### config.mk
export PLATFORM = sky130hd
export DESIGN_NAME = lse_update_engine
export DESIGN_NICKNAME = d
export VERILOG_FILES = /design/src/rtl/lse_pkg.sv /design/src/rtl/lse_stack_store.sv /design/src/rtl/lse_lib_ctrl.sv /design/src/rtl/lse_stack_ctrl.sv /design/src/rtl/lse_update_engine.sv
export SDC_FILE = /design/constraint.sdc
export NUM_CORES = 1
export LEC_CHECK = 0
export BUFFER_PORTS_ARGS = -buffer_cell sky130_fd_sc_hd__buf_2
export CORE_ASPECT_RATIO = 1.2
export CORE_UTILIZATION = 46
export DETAILED_ROUTE_END_ITERATION = 8
export GPL_TIMING_DRIVEN = 0
export PLACE_DENSITY = 0.7
export SYNTH_ARGS = -nofsm -noshare
export SYNTH_HDL_FRONTEND = slang
export SYNTH_HIERARCHICAL = 1
export SYNTH_SLANG_ARGS = --single-unit
### constraint.sdc
create_clock -name clk -period 2.6 [get_ports clk]
set_input_delay 0.13 -clock clk [delete_from_list [all_inputs] [get_ports clk]]
set_output_delay 0.13 -clock clk [all_outputs]
set_load 0.05 [all_outputs]
### src/rtl/lse_pkg.sv
// Shared types for the label stack update engine.
// Assumes the 32-bit entry layout: label, class, bottom flag, TTL (MSB first).
package lse_pkg;
    typedef struct packed {
        logic [19:0] label;
        logic [2:0]  tc;
        logic        bos;
        logic [7:0]  ttl;
    } lse_t;

    // operations the supervisor hands to the stack controller
    typedef enum logic [1:0] {SC_PUSH, SC_APPLY, SC_DROP} sc_op_e;
    // operations the stack controller issues to the storage
    typedef enum logic [1:0] {ST_NONE, ST_PUSH, ST_REPL, ST_CLR} st_op_e;
    // supervisor states
    typedef enum logic [1:0] {SV_IDLE, SV_LIB, SV_STK} sv_state_e;
    // search controller states
    typedef enum logic [1:0] {LB_IDLE, LB_REQ, LB_DONE} lib_state_e;
endpackage

### src/rtl/lse_stack_store.sv
// Storage for the label stack: NENT slots plus a depth counter.
// Assumes the caller never asks for a push when full or a replace when empty;
// a push at full is still blocked here as a second guard.
module lse_stack_store
    import lse_pkg::*;
#(
    parameter int NENT    = 8,
    parameter int DEPTH_W = $clog2(NENT + 1)
) (
    input  logic               clk,
    input  logic               rst_n,
    input  st_op_e             op,
    input  lse_t               wdata,
    output logic [DEPTH_W-1:0] depth,
    output lse_t               top
);
    localparam logic [DEPTH_W-1:0] FULL = DEPTH_W'(NENT);

    logic [DEPTH_W-1:0] cnt;
    lse_t [NENT-1:0]    slot_v;

    // depth counter: grows on push, clears on discard
    always_ff @(posedge clk) begin
        if (!rst_n) begin
            cnt <= '0;
        end else begin
            case (op)
                ST_PUSH: if (cnt != FULL) cnt <= cnt + 1'b1;
                ST_CLR:  cnt <= '0;
                default: cnt <= cnt;
            endcase
        end
    end

    // one register per level; level g+1 is written by a push at depth g
    // or by a replace when it is the top
    for (genvar g = 0; g < NENT; g++) begin : g_slot
        lse_t q;
        always_ff @(posedge clk) begin
            if (!rst_n)
                q <= '0;
            else if ((op == ST_PUSH && cnt == DEPTH_W'(g)) ||
                     (op == ST_REPL && cnt == DEPTH_W'(g + 1)))
                q <= wdata;
        end
        assign slot_v[g] = q;
    end

    // top-of-stack read mux, zero when empty
    always_comb begin
        top = '0;
        for (int i = 0; i < NENT; i++)
            if (cnt == DEPTH_W'(i + 1)) top = slot_v[i];
    end

    assign depth = cnt;
endmodule

### src/rtl/lse_lib_ctrl.sv
// Information-base search controller: while enabled, raises a request with
// the key, waits for the grant, latches hit and label, then signals done.
// Assumes the supervisor drops en in the cycle done is seen.
module lse_lib_ctrl
    import lse_pkg::*;
(
    input  logic        clk,
    input  logic        rst_n,
    input  logic        en,
    input  logic [19:0] key,
    output logic        srch_req,
    output logic [19:0] srch_key,
    input  logic        srch_gnt,
    input  logic        srch_hit,
    input  logic [19:0] srch_label,
    output logic        lib_done,
    output logic        res_hit,
    output logic [19:0] res_label
);
    lib_state_e st;

    // request/grant sequencing and result capture
    always_ff @(posedge clk) begin
        if (!rst_n) begin
            st        <= LB_IDLE;
            res_hit   <= 1'b0;
            res_label <= '0;
        end else begin
            case (st)
                LB_IDLE: if (en) st <= LB_REQ;
                LB_REQ: if (srch_gnt) begin
                    res_hit   <= srch_hit;
                    res_label <= srch_label;
                    st        <= LB_DONE;
                end
                default: st <= LB_IDLE;
            endcase
        end
    end

    assign srch_req = (st == LB_REQ);
    assign srch_key = key;
    assign lib_done = (st == LB_DONE);
endmodule

### src/rtl/lse_stack_ctrl.sv
// Stack controller: turns a supervisor operation into one storage operation
// in the cycle it is enabled, and reports discard/overflow for that cycle.
// Assumes hold is the top entry captured when the command was accepted.
module lse_stack_ctrl
    import lse_pkg::*;
#(
    parameter int NENT    = 8,
    parameter int DEPTH_W = $clog2(NENT + 1)
) (
    input  logic               en,
    input  sc_op_e             op,
    input  lse_t               ext,
    input  lse_t               hold,
    input  logic               hit,
    input  logic [19:0]        new_label,
    input  logic [DEPTH_W-1:0] depth,
    output st_op_e             st_op,
    output lse_t               wdata,
    output logic               discard,
    output logic               overflow
);
    // choose storage action and the entry to write
    always_comb begin
        st_op    = ST_NONE;
        wdata    = '0;
        discard  = 1'b0;
        overflow = 1'b0;
        if (en) begin
            case (op)
                SC_PUSH: begin
                    if (depth == DEPTH_W'(NENT)) begin
                        overflow = 1'b1;
                    end else begin
                        st_op = ST_PUSH;
                        wdata = '{label: ext.label, tc: ext.tc,
                                  bos: (depth == '0), ttl: ext.ttl};
                    end
                end
                SC_APPLY: begin
                    if (!hit || hold.ttl <= 8'd1) begin
                        discard = 1'b1;
                        st_op   = ST_CLR;
                    end else begin
                        st_op = ST_REPL;
                        wdata = '{label: new_label, tc: hold.tc,
                                  bos: hold.bos, ttl: hold.ttl - 8'd1};
                    end
                end
                default: begin
                    discard = 1'b1;
                    st_op   = ST_CLR;
                end
            endcase
        end
    end
endmodule

### src/rtl/lse_update_engine.sv
// Label stack update engine top: a supervisor takes one command at a time,
// enables either the search controller or the stack controller, and waits
// for it to finish before going idle again.
// Assumes srch_gnt eventually answers every srch_req.
module lse_update_engine
    import lse_pkg::*;
#(
    parameter int NENT    = 8,
    parameter int DEPTH_W = $clog2(NENT + 1)
) (
    input  logic               clk,
    input  logic               rst_n,
    input  logic               cmd_valid,
    input  logic               cmd_upd,
    input  logic [31:0]        cmd_data,
    output logic               cmd_ready,
    output logic               srch_req,
    output logic [19:0]        srch_key,
    input  logic               srch_gnt,
    input  logic               srch_hit,
    input  logic [19:0]        srch_label,
    output logic               done,
    output logic               discard,
    output logic               overflow,
    output logic [DEPTH_W-1:0] depth,
    output logic [31:0]        top_entry
);
    sv_state_e state;
    sc_op_e    sc_op_q;
    lse_t      hold_ext, hold_top, top;
    logic      stk_en, lib_en, lib_done, res_hit;
    logic      sc_discard, sc_overflow;
    logic      done_q, disc_q, ovf_q;
    logic [19:0] res_label;
    st_op_e    st_op;
    lse_t      st_wdata;

    assign stk_en = (state == SV_STK);
    assign lib_en = (state == SV_LIB);

    // supervisor: accept, dispatch to one controller, report completion
    always_ff @(posedge clk) begin
        if (!rst_n) begin
            state    <= SV_IDLE;
            sc_op_q  <= SC_PUSH;
            hold_ext <= '0;
            hold_top <= '0;
            done_q   <= 1'b0;
            disc_q   <= 1'b0;
            ovf_q    <= 1'b0;
        end else begin
            done_q <= 1'b0;
            disc_q <= 1'b0;
            ovf_q  <= 1'b0;
            case (state)
                SV_IDLE: if (cmd_valid) begin
                    hold_ext <= lse_t'(cmd_data);
                    hold_top <= top;
                    if (!cmd_upd) begin
                        sc_op_q <= SC_PUSH;
                        state   <= SV_STK;
                    end else if (depth == '0) begin
                        sc_op_q <= SC_DROP;
                        state   <= SV_STK;
                    end else begin
                        state   <= SV_LIB;
                    end
                end
                SV_LIB: if (lib_done) begin
                    sc_op_q <= SC_APPLY;
                    state   <= SV_STK;
                end
                default: begin
                    done_q <= 1'b1;
                    disc_q <= sc_discard;
                    ovf_q  <= sc_overflow;
                    state  <= SV_IDLE;
                end
            endcase
        end
    end

    lse_lib_ctrl u_lib (
        .clk        (clk),
        .rst_n      (rst_n),
        .en         (lib_en),
        .key        (hold_top.label),
        .srch_req   (srch_req),
        .srch_key   (srch_key),
        .srch_gnt   (srch_gnt),
        .srch_hit   (srch_hit),
        .srch_label (srch_label),
        .lib_done   (lib_done),
        .res_hit    (res_hit),
        .res_label  (res_label)
    );

    lse_stack_ctrl #(.NENT(NENT), .DEPTH_W(DEPTH_W)) u_stk (
        .en        (stk_en),
        .op        (sc_op_q),
        .ext       (hold_ext),
        .hold      (hold_top),
        .hit       (res_hit),
        .new_label (res_label),
        .depth     (depth),
        .st_op     (st_op),
        .wdata     (st_wdata),
        .discard   (sc_discard),
        .overflow  (sc_overflow)
    );

    lse_stack_store #(.NENT(NENT), .DEPTH_W(DEPTH_W)) u_store (
        .clk   (clk),
        .rst_n (rst_n),
        .op    (st_op),
        .wdata (st_wdata),
        .depth (depth),
        .top   (top)
    );

    assign cmd_ready = (state == SV_IDLE);
    assign done      = done_q;
    assign discard   = disc_q;
    assign overflow  = ovf_q;
    assign top_entry = top;
endmodule

# After elaboration in Yosys (flattened, before gate mapping)
# Index checks and enable logic that the tools add are counted.
[op_classes] add_sub_neg=2 order_cmp=1 n_eq_ne=23 mux=35 bitwise_logic=3 reduce_logical=41
[ops] operator="$mux 32" count=11
[ops] operator="$pmux 32 s2" count=1
[ops] operator="$mux 2" count=11
[ops] operator="$eq 4x3->1 const B" count=4
[ops] operator="$logic_and 1x1->1" count=16
[ops] operator="$pmux 2 s2" count=4
[ops] operator="$reduce_and 2->1" count=5
[ops] operator="$logic_or 1x1->1" count=9
[ops] operator="$eq 2x1->1 const B" count=4
[ops] operator="$eq 2x2->1 const B" count=4
[ops] operator="$eq 4x2->1 const B" count=2
[ops] operator="$le 8x1->1 const B" count=1
[ops] operator="$pmux 4 s2" count=1
[ops] operator="$sub 8x1->8 const B" count=1
[ops] operator="$logic_not 2->1" count=3
[ops] operator="$ne 2x1->1 const B" count=3
[ops] operator="$mux 1" count=5
[ops] operator="$reduce_or 5->1" count=1
[ops] operator="$add 4x1->4 const B" count=1
[ops] operator="$eq 4x1->1 const B" count=1
[ops] operator="$eq 4x4->1 const B" count=1
[ops] operator="$logic_not 4->1" count=1
[ops] operator="$mux 4" count=1
[ops] operator="$ne 2x2->1 const B" count=2
[ops] operator="9 further kinds" count=12
[totals] ff_bits=353 in_bits=58 out_inout_bits=61 word_cells=153

# Longest topological paths before layout
# Gate-level depths: netlist of the first run.
[logic_depth] word_depth=9 mapped_depth=12 depth_no_buf=9

# Modules after synthesis
# Netlist of the first run, hierarchy kept.
[by_module_without_submodules] mod="lse_stack_store" instances=1 cells_each=1324 area_each_um2=12683.4 seq_area_each_um2=5205.0
[by_module_without_submodules] mod="lse_update_engine" instances=1 cells_each=312 area_each_um2=2672.6 seq_area_each_um2=1421.4
[by_module_without_submodules] mod="lse_lib_ctrl" instances=1 cells_each=122 area_each_um2=1098.6 seq_area_each_um2=460.4
[by_module_without_submodules] mod="lse_stack_ctrl" instances=1 cells_each=106 area_each_um2=660.6 seq_area_each_um2=0.0

# Worst setup path after synthesis of the first run
# No wires, ideal clock.
[synth_timing] kind="reg-to-reg" start="register u_store.cnt[0] (netlist: u_store/depth[0])" end="register hold_top[3] (netlist bit)" setup_ns=0.076 arrival_ns=2.978 required_time_ns=2.524 path_slack_ns=-0.454 stages_incl_launch_ff=10 n_path_buf=2 period_less_slack_ns=3.054 path_cell_list="dfxtp_1 ha_1 buf_2 buf_2 nand2_1 o21ai_0 nand3_1 a31oi_1 nand2_1 a21boi_0"
[synth_between] elab_chain_cells=9 word_cells_on_any_way=16 classes_between="eq/ne: 8; mux: 8"
[synth_rtl] element="from (decl)" line="lse_stack_store.sv:19" text="logic [DEPTH_W-1:0] cnt;"
[synth_rtl] element="from (signal assigned)" line="lse_stack_store.sv:28" text="ST_PUSH: if (cnt != FULL) cnt <= cnt + 1'b1;"
[synth_rtl] element="from (signal assigned)" line="lse_stack_store.sv:30" text="default: cnt <= cnt;"
[synth_rtl] element="$eq 4x1->1" line="lse_stack_store.sv:53" text="if (cnt == DEPTH_W'(i + 1)) top = slot_v[i];"
[synth_rtl] element="$mux 32 (7 in a row)" line="lse_stack_store.sv:53"
[synth_rtl] element="$mux 32 (*)" line="lse_stack_store.sv:53"
[synth_rtl] element="net top_entry[3]" line="lse_update_engine.sv:26" text="output logic [31:0] top_entry"
[synth_rtl] element="to (signal assigned)" line="lse_update_engine.sv:58" text="hold_top <= top;"
[synth_rtl] element="to (decl)" line="lse_update_engine.sv:30" text="lse_t hold_ext, hold_top, top;"
# Mark *: on every way through the listed nets, which the timed path passes. The rest lies on a longest branch.
# A chain may end at the register's enable or synchronous reset.

# Final worst setup path of the first run
[layout_timing] start="register u_store.cnt[0] (netlist: u_store/depth[0])" end="output port top_entry[1]"
[layout_between] elab_chain_cells=9 word_cells_on_any_way=16 classes_between="eq/ne: 8; mux: 8"
[layout_rtl] element="$eq 4x1->1" line="lse_stack_store.sv:53"
[layout_rtl] element="$mux 32 (7 in a row)" line="lse_stack_store.sv:53"
[layout_rtl] element="$mux 32 (*)" line="lse_stack_store.sv:53"
[layout_rtl] element="to (decl)" line="lse_update_engine.sv:26"
# Mark *: on every way between the ends. The rest lies on a longest branch, timed or not.

==> results of run 1 <==
## layout by cell type (no fill, tap or decap), drive strengths merged, types with 10 or more instances in the layout
cell,n
dfxtp,353
nand2,271
buf,258
mux2i,247
nor2b,233
clkbuf,156
a21boi,97
nand2b,67
dlygate4sd3,58
a21oi,46
nor2,42
o21ai,38
a31oi,31
a22oi,30
a221o,30
o211ai,29
nand3,27
o32ai,25
clkinv,11
nand3b,11
inv,10
## per-stage QoR
stage	cells	hold slack [ns]	TNS, ns
2_1_floorplan	1860	0.265	0
3_3_place_gp	2444	0.377	-63.20
3_5_place_dp	2444	0.382	-81.46
4_1_cts	2604	0.0499	-1.20
5_1_grt	2608	0.114	-6.68
6_report	2609	0.0744	-1.64
## repair_timing
| action | in CTS | in global routing |
|---|---|---|
| pin swaps | 26 | 25 |
| cloned | 2 | 0 |
| endpoints found under the setup margin | 302 | 286 |
| buffers inserted | 33 | 4 |
| gates resized for setup | 206 | 60 |
| hold buffers | 58 | 0 |
| endpoints found under the hold margin | 54 | 0 |
## routing by layer
layer | global-route usage [%] | part of all wire, % | up-vias
met4 | 16.1 | 5.5 | 0
li1 | - | - | 6844
met5 | 0 | 0 | -
met2 | 50.6 | 48 | 589
met3 | 3.69 | 6.4 | 154
met1 | 34.6 | 41 | 7053
## path summary, 6_finish.rpt
check                                       startpoint                                    to  slack [ns]
setup / recovery         u_store/depth[0]$_SDFFE_PN0P_                          top_entry[1]       -0.11
hold / removal                                   rst_n               sc_op_q[1]$_SDFFE_PN0P_        0.07
setup reg to reg         u_store/depth[0]$_SDFFE_PN0P_   u_store/g_slot[5].q[1]$_SDFFE_PN0P_           0
hold reg to reg   u_store/g_slot[7].q[18]$_SDFFE_PN0P_  u_store/g_slot[7].q[18]$_SDFFE_PN0P_        0.45
## sequential cells by signal, summed over array words and instances, names as in the netlist
register          count
sc_op_q               2
hold_top             32
u_store/g_slot.q    256
u_lib/st              2
u_lib/res_hit         1
done                  1
overflow              1
hold_ext             31
state                 2
discard               1
u_store/depth         4
u_lib/res_label      20
## power by group
group,internal [mW],total [mW],switching [mW]
sequential,5.45,5.48,0.0304
clock,3.58,5.85,2.26
combinational,0.451,1.10,0.650
## critical path, stage by stage, from the launching register on
cell,delay [ns]
dfxtp_4,0.39
inv_4,0.06
ha_4,0.17
buf_6,0.13
or2_4,0.29
clkbuf_16,0.18
a221o_1,0.26
o211ai_1,0.20
a31oi_4,0.18
buf_6,0.19
## layout make-up
class | instances | area (um^2)
Fill cell | 3042 | 14500
Multi-Input combinational cell | 1289 | 9280
Sequential cell | 353 | 7080
Timing Repair Buffer | 213 | 1750
Buffer | 207 | 1600
Clock buffer | 52 | 1150
Tap cell | 468 | 586
Clock inverter | 16 | 205
Inverter | 10 | 40.0
Antenna cell | 1 | 2.50
==> results.md, run 1 <==
- Num CTS Buffers: 39
- Least-Margin Pin Slew: 0.961 ns
- Relative slew margins: 35.9%
- Post-DP HPWL: 38,400 um
- Die H: 213 um
- Root buf cell: clkbuf_16
- Vias: 14,600
- Overall routing resource usage: 29.1%
- Achievable Freq: 368 MHz
- Clk sink count: 353
- Final setup fails: 28
- IO buf count: 116
- Syn. warnings: 6
- IO Count: 119
- Max cap viols: 0
- Clk_lat worst skew: 0.54 ns
- Crit Path Max Fanout: 5
- Worst VDD drop: 0.000348 V
- Leak pwr: 7.47 nW
- Avg WL per Cell: 21.4 um
- Share of layout cells above drive strength 1: 22.1%
- R2R depth: 13
- DIE AREA: 37,900 um^2
- Pwr/cell area: 573 nW/um^2
- First-pass GRT wire length: 83,600 um
- Mapped cell area: 17,100 um^2
- Total power: 12.4 mW
- Clock transition at path regs: 0.06 ns
- Critical path class: flop to output pin
- Longest Clk Path Bufs: 3
- Core area: 36,200 um^2
- Num rows: 76
- DRT iter0 DRCs: 1,099
- Die X: 178 um
- Final Max Tran Viols: 0
- Total Wirelength: 55,700 um
- Hold Path Depth: 3
- Area after DPL: 18,400 um^2
- CTS tree: yes
- Unrepaired setup endpoints after global routing: yes
- H-tree lvl count: 2
- Crit path arrival time: 2.58 ns
- RD Place Congestion: 0.918
- Vias in the first global route: 14,600
- Mean Syn Cell Area: 9.18 um^2
- Hold/Removal Path Class: primary input to flop
- Initial Utilization: 47.1%
- Setup WS pre-CTS: -0.547 ns
- Antenna viol nets, final: 0
- Layout Area Growth over Synthesis: 27.0%
- Final Hold Fails: 0
- Nets: 2,177
- Tmin final: 2.71 ns
- Layout Utilization: 59.8%
- Final WS setup: -0.114 ns
- Final setup skew: 0.0213 ns
- DR vias/cell: 5.61
- Drt pass-1 iters: 7
- Global route total overflow: 0
- Initial antenna violation count: 0
- Fin area: 21,700 um^2
- Mapped Cells: 1,860
- Run status: finished, violations left
- DRC Markers: 0
- Failing checks: setup timing
- Critical Path RT: 2.47 ns
- Synthesized Nets: 1,924
- Crit start category: flop
- Worst setup EP type: output pin
- Period utilization: 104%
- Largest net degree at the start of global routing: 14
(Power assumes the default switching activity.)
==> inputs of run 2 (changes only) <==
- CORE_UTILIZATION: 46 -> 28
- PLACE_DENSITY: 0.7 -> 0.49
==> run 2 against run 1 <==
Against the previous run:
- the run still ends with setup timing left
- fmax shrank 2.0%
- sequential power about the same
- register-to-register slack better by 0.09 ns
- wire length increased by 11%
==> results.md, run 2 (synthesized netlist as in run 1, its figures left out) <==
- H-tree lvl count: 2
- Dominant delay contributor by cell family on the critical path: compound AO/OA/AOI/OAI gates
- Critical Path RT: 2.47 ns
- Clock transition at path regs: 0.06 ns
- Commonest non-fill, non-tap cell in the layout: dfxtp_1
- Total Wirelength: 61,900 um
- DIE AREA: 62,000 um^2
- Share of power burned in registers: 43.6%
- Max cap viols: 0
- Final Hold Fails: 0
- Tmin final: 2.77 ns
- Largest net degree at the start of global routing: 13
- Switching Share: 25.1%
- Final Max Tran Viols: 0
- Commonest non-fill, non-tap cells in the layout: dfxtp_1, nand2_1, mux2i_1
- Avg WL per Cell: 20.8 um
- Worst Hold End: sc_op_q[1]$_SDFFE_PN0P_
- First-pass GRT wire length: 89,800 um
- Global route total overflow: 0
- Worst setup EP type: output pin
- Clk sink count: 353
- CP bufs+invs: 3
- Relative slew margins: 35.7%
- Flop2flop setup slack: 0.09 ns
- Hold/Removal Path Class: primary input to flop
- Reg-to-reg startpoint: hold_top[0]$_SDFFE_PN0P_
- Num CTS Buffers: 42
- Initial Utilization: 28.5%
- Drt pass-1 iters: 5
- Crit path arrival time: 2.64 ns
- CP max stage delay: 0.37 ns
- IO buf count: 116
- Internal: 9.43 mW
- Filler cells: 5,986
- R2R depth: 13
- Hold Path Depth: 3
- Layout Area Growth over Synthesis: 32.7%
- Least-Margin Pin Slew: 0.964 ns
- Layout Utilization: 37.8%
- Initial antenna violation count: 0
- Nets: 2,206
- Hold path startpoint: rst_n
- Final setup fails: 31
- Core area: 60,000 um^2
- Final WS setup: -0.170 ns
- Vias in the first global route: 14,300
- Clk_lat worst skew: 0.58 ns
- DR vias/cell: 4.82
- Run status: finished, violations left
- Layout Cells excl Fill: 2,973
- Overall routing resource usage: 19.5%
- Total power: 12.6 mW
- Achievable Freq: 361 MHz
- Post-DP HPWL: 43,200 um
- Vias: 14,300
- DRT iter0 DRCs: 934
- Crit start category: flop
- DRC Markers: 0
- Antenna viol nets, final: 0
- Final setup skew: 0.0239 ns
- Die X: 227 um
- Placed Instances: 2,776
- Die H: 273 um
- Worst R2R End: u_store/g_slot[3].q[22]$_SDFFE_PN0P_
- Root buf cell: clkbuf_16
- Cell chain of the critical path: buf_4 > ha_4 > or2_4 > clkbuf_16 > a221o_1 > o211ai_1 > a31oi_2 > buf_6
- Unrepaired setup endpoints after global routing: yes
- Num rows: 98
- Setup WS pre-CTS: -0.590 ns
- Worst VDD drop: 0.000366 V
- Regs by FF count: u_store/g_slot.q x256, hold_top x32, hold_ext x31
- Longest Clk Path Bufs: 3
- RD Place Congestion: 0.830
- Logic pwr share: 9.3%
- Crit-path slowest cell: dfxtp_4
- Most flops, register: u_store/g_slot.q
- Crit Path Max Fanout: 5
- Failing checks: setup timing
- Leak pwr: 7.71 nW
- CTS tree: yes
- Pwr/cell area: 555 nW/um^2
- Period utilization: 107%
- Critical path class: flop to output pin
- IO Count: 119
- Share of layout cells above drive strength 1: 23.5%
- Clock power share: 47.1%
- Largest register FFs: 256
- Switching pwr: 3.16 mW
-- run 2: changes by cell type in the layout (fill, tap and decap cells not counted), sizes merged --
cell    delta
bufinv     -3
clkbuf    +21
clkinv     -6
buf       +18
inv        +2
-- run 2: tightest hold or removal path: stages --
cell	delay (ns)
clkbuf_1	0.21
nand3_1	0.15
mux2i_1	0.06
-- run 2: cell type report --
cell class	instances	area (um^2)	area share [%]
inverters	10	42.5	0.188
multi-input cells	1289	9340	41.2
repair buffers	241	2110	9.32
flip-flops and latches	353	7090	31.3
clock inverters	9	114	0.502
diodes	1	2.50	0.0110
clock buffers	65	1250	5.50
plain buffers	205	1710	7.56
well taps	800	1000	4.42
-- run 2: how the worst max path moves through the flow --
| stage | start | end | slack [ns] | depth (start not counted) |
|---|---|---|---|---|
| 6_report | u_store/depth[0]$_SDFFE_PN0P_ | top_entry[5] | -0.17 | 8 |
| 5_1_grt | u_store/depth[0]$_SDFFE_PN0P_ | top_entry[5] | -0.23 | 8 |
| 4_1_cts | u_store/depth[0]$_SDFFE_PN0P_ | top_entry[5] | -0.20 | 9 |
| 3_5_place_dp | hold_top[0]$_SDFFE_PN0P_ | u_store/g_slot[5].q[23]$_SDFFE_PN0P_ | -0.59 | 12 |
| 3_3_place_gp | hold_top[0]$_SDFFE_PN0P_ | u_store/g_slot[3].q[22]$_SDFFE_PN0P_ | -0.58 | 12 |
| 2_1_floorplan | hold_top[0]$_SDFFE_PN0P_ | u_store/g_slot[3].q[0]$_SDFFE_PN0P_ | 0.05 | 12 |
-- run 2: metrics by stage --
step	hold WS, ns	setup TNS, ns	cell area [um^2]
floorplan	0.265	0	17300
global placement	0.384	-130.37	18800
detailed placement	0.390	-133.84	18800
CTS	0.0134	-3.99	22100
global route	0.0502	-4.96	22700
finish	0.0271	-2.72	22700
-- run 2: power by group through the flow --
stage	Sequential, mW	Combinational (mW)	Clock (mW)
after floorplan	5.61	0.576	0
after global placement	5.61	0.946	0
after detailed placement	5.61	0.947	0
after CTS	5.48	1.14	6.07
after global routing	5.49	1.24	6.29
final	5.48	1.17	5.93
-- run 2: routing by layer --
layer	routed length, um	GRT usage, %	up-vias
met5	0	0	-
met1	26800	24.1	6927
met4	2070	7.15	0
met2	30700	34.0	375
li1	-	-	6918
met3	2400	2.66	97
-- run 2: repair_timing --
item | 4_1_cts | 5_1_grt
endpoints found under the hold margin | 56 | 0
hold buffers | 58 | 0
buffers inserted | 41 | 18
cloned | 4 | 6
gates resized for setup | 248 | 90
setup endpoints to repair | 319 | 242
pin swaps | 34 | 46
